$ cat src/rtl/sar_pkg.sv
package sar_pkg;
   typedef enum logic {
      CLK_INTERNAL = 1'b0,
      CLK_EXTERNAL = 1'b1
   } clk_src_e;

   localparam int unsigned MIN_DATA_W = 2;
endpackage

$ cat src/rtl/sar_conv_timer.sv
module sar_conv_timer #(
   parameter int unsigned DATA_W      = 16,
   parameter int unsigned CONV_CYCLES = 40,
   parameter logic [DATA_W-1:0] PWRUP_WORD = 16'hA5C3
) (
   input  logic              clk,
   input  logic              rst_n,
   input  logic              cs_n,
   input  logic              rc_n,
   input  logic [DATA_W-1:0] core_result,
   output logic              busy,
   output logic              start,
   output logic              done,
   output logic [DATA_W-1:0] res_word
);
   localparam int unsigned CNT_W = $clog2(CONV_CYCLES + 1);

   logic             comb_q;
   logic [CNT_W-1:0] left;
   logic             comb_now;

   always_comb begin
      comb_now = cs_n | rc_n;
      start    = busy & comb_q & ~comb_now;
      done     = ~busy & (left == CNT_W'(1));
   end

   always_ff @(posedge clk or negedge rst_n) begin
      if (!rst_n) begin
         comb_q   <= 1'b1;
         busy     <= 1'b1;
         left     <= '0;
         res_word <= PWRUP_WORD;
      end else begin
         comb_q <= comb_now;
         if (start) begin
            busy <= 1'b0;
            left <= CNT_W'(CONV_CYCLES);
         end else if (!busy) begin
            left <= left - CNT_W'(1);
            if (done) begin
               busy     <= 1'b1;
               res_word <= core_result;
            end
         end
      end
   end
endmodule

$ cat src/rtl/sar_int_ser.sv
module sar_int_ser #(
   parameter int unsigned DATA_W = 16
) (
   input  logic              clk,
   input  logic              rst_n,
   input  logic              en,
   input  logic              start,
   input  logic [DATA_W-1:0] word,
   output logic              dclk,
   output logic              sd
);
   localparam int unsigned POS_W = $clog2(DATA_W + 1);

   logic [POS_W-1:0] pos;
   logic             ph;

   always_ff @(posedge clk or negedge rst_n) begin
      if (!rst_n) begin
         pos  <= '0;
         ph   <= 1'b0;
         dclk <= 1'b0;
         sd   <= 1'b0;
      end else if (en && start) begin
         pos  <= POS_W'(1);
         ph   <= 1'b0;
         dclk <= 1'b0;
         sd   <= word[DATA_W-1];
      end else if (pos != '0) begin
         if (!ph) begin
            ph   <= 1'b1;
            dclk <= 1'b1;
         end else begin
            ph   <= 1'b0;
            dclk <= 1'b0;
            if (pos == POS_W'(DATA_W)) begin
               pos <= '0;
               sd  <= 1'b0;
            end else begin
               pos <= pos + POS_W'(1);
               sd  <= word[DATA_W-1-int'(pos)];
            end
         end
      end
   end
endmodule

$ cat src/rtl/sar_ext_ser.sv
module sar_ext_ser #(
   parameter int unsigned DATA_W = 16
) (
   input  logic              clk,
   input  logic              rst_n,
   input  logic              en,
   input  logic              cs_n,
   input  logic              rc_n,
   input  logic              xclk,
   input  logic              frame_rst,
   input  logic [DATA_W-1:0] word,
   output logic              sd,
   output logic              sy
);
   localparam int unsigned POS_W = $clog2(DATA_W + 2);
   localparam logic [POS_W-1:0] POS_END = POS_W'(DATA_W + 1);

   logic             xq, armed, fsync;
   logic [POS_W-1:0] pos;
   logic             rd_win, xedge, xrise, arm_hit;

   always_comb begin
      rd_win  = ~cs_n & rc_n;
      xedge   = xclk ^ xq;
      xrise   = xclk & ~xq;
      arm_hit = en & xedge & ~rd_win;
   end

   always_ff @(posedge clk or negedge rst_n) begin
      if (!rst_n) begin
         xq    <= 1'b0;
         armed <= 1'b0;
         fsync <= 1'b0;
         pos   <= '0;
         sd    <= 1'b0;
         sy    <= 1'b0;
      end else begin
         xq <= xclk;
         if (arm_hit) armed <= 1'b1;
         if (frame_rst) begin
            pos <= '0;
            sd  <= 1'b0;
            sy  <= 1'b0;
         end else if (en && xrise && rd_win) begin
            if (pos == '0) begin
               fsync <= armed;
               armed <= 1'b0;
               sy    <= armed;
               sd    <= armed ? 1'b0 : word[DATA_W-1];
               pos   <= POS_W'(1);
            end else begin
               sy <= 1'b0;
               if (fsync)
                  sd <= (pos <= POS_W'(DATA_W)) ? word[DATA_W-int'(pos)] : 1'b0;
               else
                  sd <= (pos < POS_W'(DATA_W)) ? word[DATA_W-1-int'(pos)] : 1'b0;
               if (pos != POS_END) pos <= pos + POS_W'(1);
            end
         end
      end
   end
endmodule

$ cat src/rtl/sar_serial_port.sv
module sar_serial_port #(
   parameter int unsigned DATA_W      = 16,
   parameter int unsigned CONV_CYCLES = 40,
   parameter logic [DATA_W-1:0] PWRUP_WORD = 16'hA5C3
) (
   input  logic              clk,
   input  logic              rst_n,
   input  logic              cs_n,
   input  logic              rc_n,
   input  logic              ext_mode,
   input  logic              xclk,
   input  logic [DATA_W-1:0] core_result,
   output logic              busy,
   output logic              dclk_out,
   output logic              sdata,
   output logic              sync
);
   import sar_pkg::*;

   generate
      if (DATA_W < MIN_DATA_W) begin : g_bad_width
         $error("DATA_W too small");
      end
      if (CONV_CYCLES < 2 * DATA_W + 2) begin : g_bad_conv
         $error("CONV_CYCLES too short for the internal frame");
      end
   endgenerate

   clk_src_e          src;
   logic              start, done;
   logic [DATA_W-1:0] res_word;
   logic              int_dclk, int_sd, ext_sd, ext_sy;

   assign src = clk_src_e'(ext_mode);

   sar_conv_timer #(.DATA_W(DATA_W), .CONV_CYCLES(CONV_CYCLES), .PWRUP_WORD(PWRUP_WORD)) u_timer (
      .clk(clk), .rst_n(rst_n), .cs_n(cs_n), .rc_n(rc_n), .core_result(core_result),
      .busy(busy), .start(start), .done(done), .res_word(res_word));

   sar_int_ser #(.DATA_W(DATA_W)) u_int (
      .clk(clk), .rst_n(rst_n), .en(src == CLK_INTERNAL), .start(start),
      .word(res_word), .dclk(int_dclk), .sd(int_sd));

   sar_ext_ser #(.DATA_W(DATA_W)) u_ext (
      .clk(clk), .rst_n(rst_n), .en(src == CLK_EXTERNAL), .cs_n(cs_n), .rc_n(rc_n),
      .xclk(xclk), .frame_rst(start | done), .word(res_word), .sd(ext_sd), .sy(ext_sy));

   always_comb begin
      dclk_out = (src == CLK_INTERNAL) & int_dclk;
      sdata    = (src == CLK_EXTERNAL) ? ext_sd : int_sd;
      sync     = (src == CLK_EXTERNAL) & ext_sy;
   end
endmodule

$ cat config.mk
export PLATFORM = sky130hd
export DESIGN_NAME = sar_serial_port
export DESIGN_NICKNAME = d
export VERILOG_FILES = /design/src/rtl/sar_pkg.sv /design/src/rtl/sar_conv_timer.sv /design/src/rtl/sar_int_ser.sv /design/src/rtl/sar_ext_ser.sv /design/src/rtl/sar_serial_port.sv
export SDC_FILE = /design/constraint.sdc
export NUM_CORES = 1
export LEC_CHECK = 0
export BUFFER_PORTS_ARGS = -buffer_cell sky130_fd_sc_hd__buf_2
export CORE_MARGIN = 5
export CORE_UTILIZATION = 45
export CTS_CLUSTER_SIZE = 14
export DETAILED_ROUTE_END_ITERATION = 10
export SLEW_MARGIN = 20
export SYNTH_ARGS = -nofsm -noshare
export SYNTH_HDL_FRONTEND = slang
export SYNTH_SLANG_ARGS = --single-unit
$ cat constraint.sdc
create_clock -name clk -period 2.7 [get_ports clk]
set_input_delay 0.27 -clock clk [delete_from_list [all_inputs] [get_ports clk]]
set_output_delay 0.27 -clock clk [all_outputs]
set_load 0.02 [all_outputs]
==> results.yml <==
cells_and_area:
  drive_gt1_share_pct: 33.3
  final_core_util_pct: 51.6
  n_antenna_cell: 0
  finalNonFillerCells: 307
  layout_common_cells: "dfrtp_1, buf_2, nor2_1"
  final_area_um2: 2650
  syn2layout_area_growth_pct: 10.2
  layout_commonest_cell: "dfrtp_1"
  finalNetCount: 266
drt:
  firstDrtPassIters: 4
  highest_layer: "met4"
  wl_met2_mm: 2.01
  postRouteAntennaNets: 0
  drt-total-wl_mm: 4.55
  wl_met3_um: 182
  routedWlPerCell_um: 14.8
  drc_errors: 0
  via_per_inst: 5.37
  wl_met1_mm: 2.29
  drt-initial-drc-count: 67
  dr_total_vias: 1648
timing:
  max_freq_mhz: 453
  setup-violations-final: 0
  tightest_slew_ns: 0.898
  rsz0062_at_grt: "no"
  min_period_over_period_pct: 81.7
  fin_crit_ns: 2.21
  drv_slew: 0
  tns_ns: 0
  finClkSkew_ns: 0.00458
  relSlewSlack_pct: 40.2
  final_hold_viol_count: 0
place:
  dp.cells: 299
  gp_congestion: 0.853
  portBuffers: 25
  placed_area_um2: 2570
  hpwl_mm: 3.38
floorplan:
  fp-row-count: 26
  pin_count: 26
  start_util_pct: 46.8
  core_um2: 5140
  die-area_um2: 6910
  fp.dieW_um: 83.1
  die_height_um: 83.1
grt:
  grt_pass1_wl_mm: 8.20
  antenna_found_initial: 0
  grt_pass1_vias: 1668
  grt.overflow.total: 0
  grt.total_usage_pct: 14.5
  grt_max_degree: 42
yosys:
  seq_area_frac_synth_pct: 43.2
  ys.flop_type: "dfrtp_1"
  ys_types: 43
  synth_nets: 240
  synth_edf_count: 0
  syn-cell-area_um2: 2410
  ys_warn_count: 0
  postSynthCellCount: 210
  avgSynthCellArea_um2: 11.5
  synth_async_sr_flop_share_pct: 100
  ys_ff_latch: 41
critical_path:
  start_kind: "flop"
  arrival_ns: 2.39
  crit_fanout: 9
  path_cells: "inv_1 > ha_1 > or3b_1 > or2_1 > nor3_2 > mux2_2"
  crit_slowest_cell: "dfrtp_1"
  timing.rr.end: "u_ext.fsync"
  worstSetupStartpoint: "u_ext.pos[1]"
  worst-setup-path-type: "flop to flop"
  endpoint: "u_ext.fsync"
  worst-r2r-setup-slack_ns: 0.49
  cp_slowest_stage_delay_ns: 0.47
  r2r_cells: 6
  r2r-start: "u_ext.pos[1]"
  cp-end-kind: "flop"
  critPathRequiredTime_ns: 2.88
pwr:
  powerDensity_nw_per_um2: 1120
  peakVddDrop_mv: 0.562
  p_leak_nw: 1.19
cts:
  cts_setup_buffers: 0
  cts.repair.resized: 0
  cts_tree: "done"
  clkLatencyLatePin_ns: 0.29
  ctsHtreeMaxLevel: 2
  cts_made_buffers: 5
  cts_root_buf: "clkbuf_8"
  cts_sinks: 41
  cts-hold-fix-buffers: 0
  path_clk_slew_ns: 0.07
  clock_path_buffers: 2
flow_run:
  cap_violations: 0
outcome:
  status: "finished clean"
min_path:
  hold_class: "primary input to asynchronous set/reset pin"
==> metrics by stage <==
stage | worst slack [ns] | power, mW | hold WS, ns
after floorplan | 0.488 | 2.30 | -0.0256
after global placement | 0.535 | 2.58 | 0.398
after detailed placement | 0.519 | 2.60 | 0.403
after CTS | 0.502 | 3.00 | 0.0933
after global routing | 0.353 | 3.23 | 0.0978
final | 0.494 | 2.96 | 0.0992
==> where the power goes <==
group | internal (mW) | switching (mW) | total [mW]
combinational | 0.782 | 0.554 | 1.34
clock | 0.184 | 0.200 | 0.383
sequential | 0.933 | 0.309 | 1.24
==> cells by family (layout without fill, tap and decap cells) <==
logic type	count (synthesis)	count (layout)	share of synthesized area, %
compound gates	28	28	6.97
flops	41	41	43.2
buf+inv	20	47	4.63
fa+ha+maj	8	8	4.16
mux	34	34	22.7
xor+xnor	7	7	2.55
simple gates	72	72	15.8
==> area by class of cell <==
type	instances	area (µm²)
clock buffers	8	80.1
fillers	506	2490
inverters	11	41.3
multi-input cells	149	1260
flip-flops and latches	41	1040
well taps	70	87.6
repair buffers	28	148
==> state kept, by name (all words and copies together) (netlist names) <==
register and count:
u_ext.armed 1, u_ext.fsync 1, u_ext.pos 5, u_ext.sd 1
u_ext.sy 1, u_ext.xq 1, u_int.dclk 1, u_int.pos 5
u_int.sd 1, u_timer.busy 1, u_timer.comb_q 1, u_timer.left 6
u_timer.res_word 16
==> synthesized netlist by cell type, types with 2 or more instances <==
| master | instances | share of area, % |
|---|---|---|
| buf_4 | 3 | 0.94 |
| inv_1 | 11 | 1.7 |
| mux2_2 | 9 | 4.2 |
| nor2_1 | 17 | 2.7 |
| dfstp_2 | 10 | 11 |
| dfrtp_1 | 31 | 32 |
| or2_2 | 2 | 0.52 |
| mux2i_1 | 4 | 1.7 |
| a21oi_1 | 7 | 1.5 |
| nor2b_1 | 2 | 0.52 |
| xor2_1 | 6 | 2.2 |
| a2111oi_0 | 2 | 0.73 |
| ha_1 | 8 | 4.2 |
| mux2_4 | 9 | 5.6 |
| or2_1 | 2 | 0.52 |
| mux4_2 | 12 | 11 |
| and2_1 | 2 | 0.52 |
| a31oi_1 | 5 | 1.3 |
| nor3_1 | 4 | 0.83 |
| nand2b_1 | 3 | 0.78 |
| and3_1 | 2 | 0.52 |
| o21ai_0 | 9 | 1.9 |
| nor3b_1 | 2 | 0.62 |
| clkbuf_1 | 3 | 0.47 |
| nand3_1 | 12 | 2.5 |
| nand2_1 | 14 | 2.2 |
| nand4_1 | 3 | 0.78 |
==> worst min path at each step <==
| stage | end | slack, ns |
|---|---|---|
| after floorplan | u_ext.armed | -0.03 |
| after global placement | u_ext.xq | 0.40 |
| after detailed placement | u_ext.xq | 0.40 |
| after CTS | u_ext.xq | 0.09 |
| after global routing | u_ext.xq | 0.1 |
| final | u_ext.xq | 0.1 |
==> critical path: cells and delay by family (launching register included) <==
kind | cells | cell delay, ns
simple gates | 3 | 0.92
flops | 1 | 0.47
mux | 1 | 0.35
fa+ha+maj | 1 | 0.20
buf+inv | 1 | 0.16
==> per-layer routing <==
metal | up-vias | track usage (%)
li1 | 814 | -
met1 | 805 | 20.8
met5 | - | 0
met4 | 0 | 4.90
met3 | 4 | 4.16
met2 | 25 | 21.0
(Power assumes the default switching activity.)
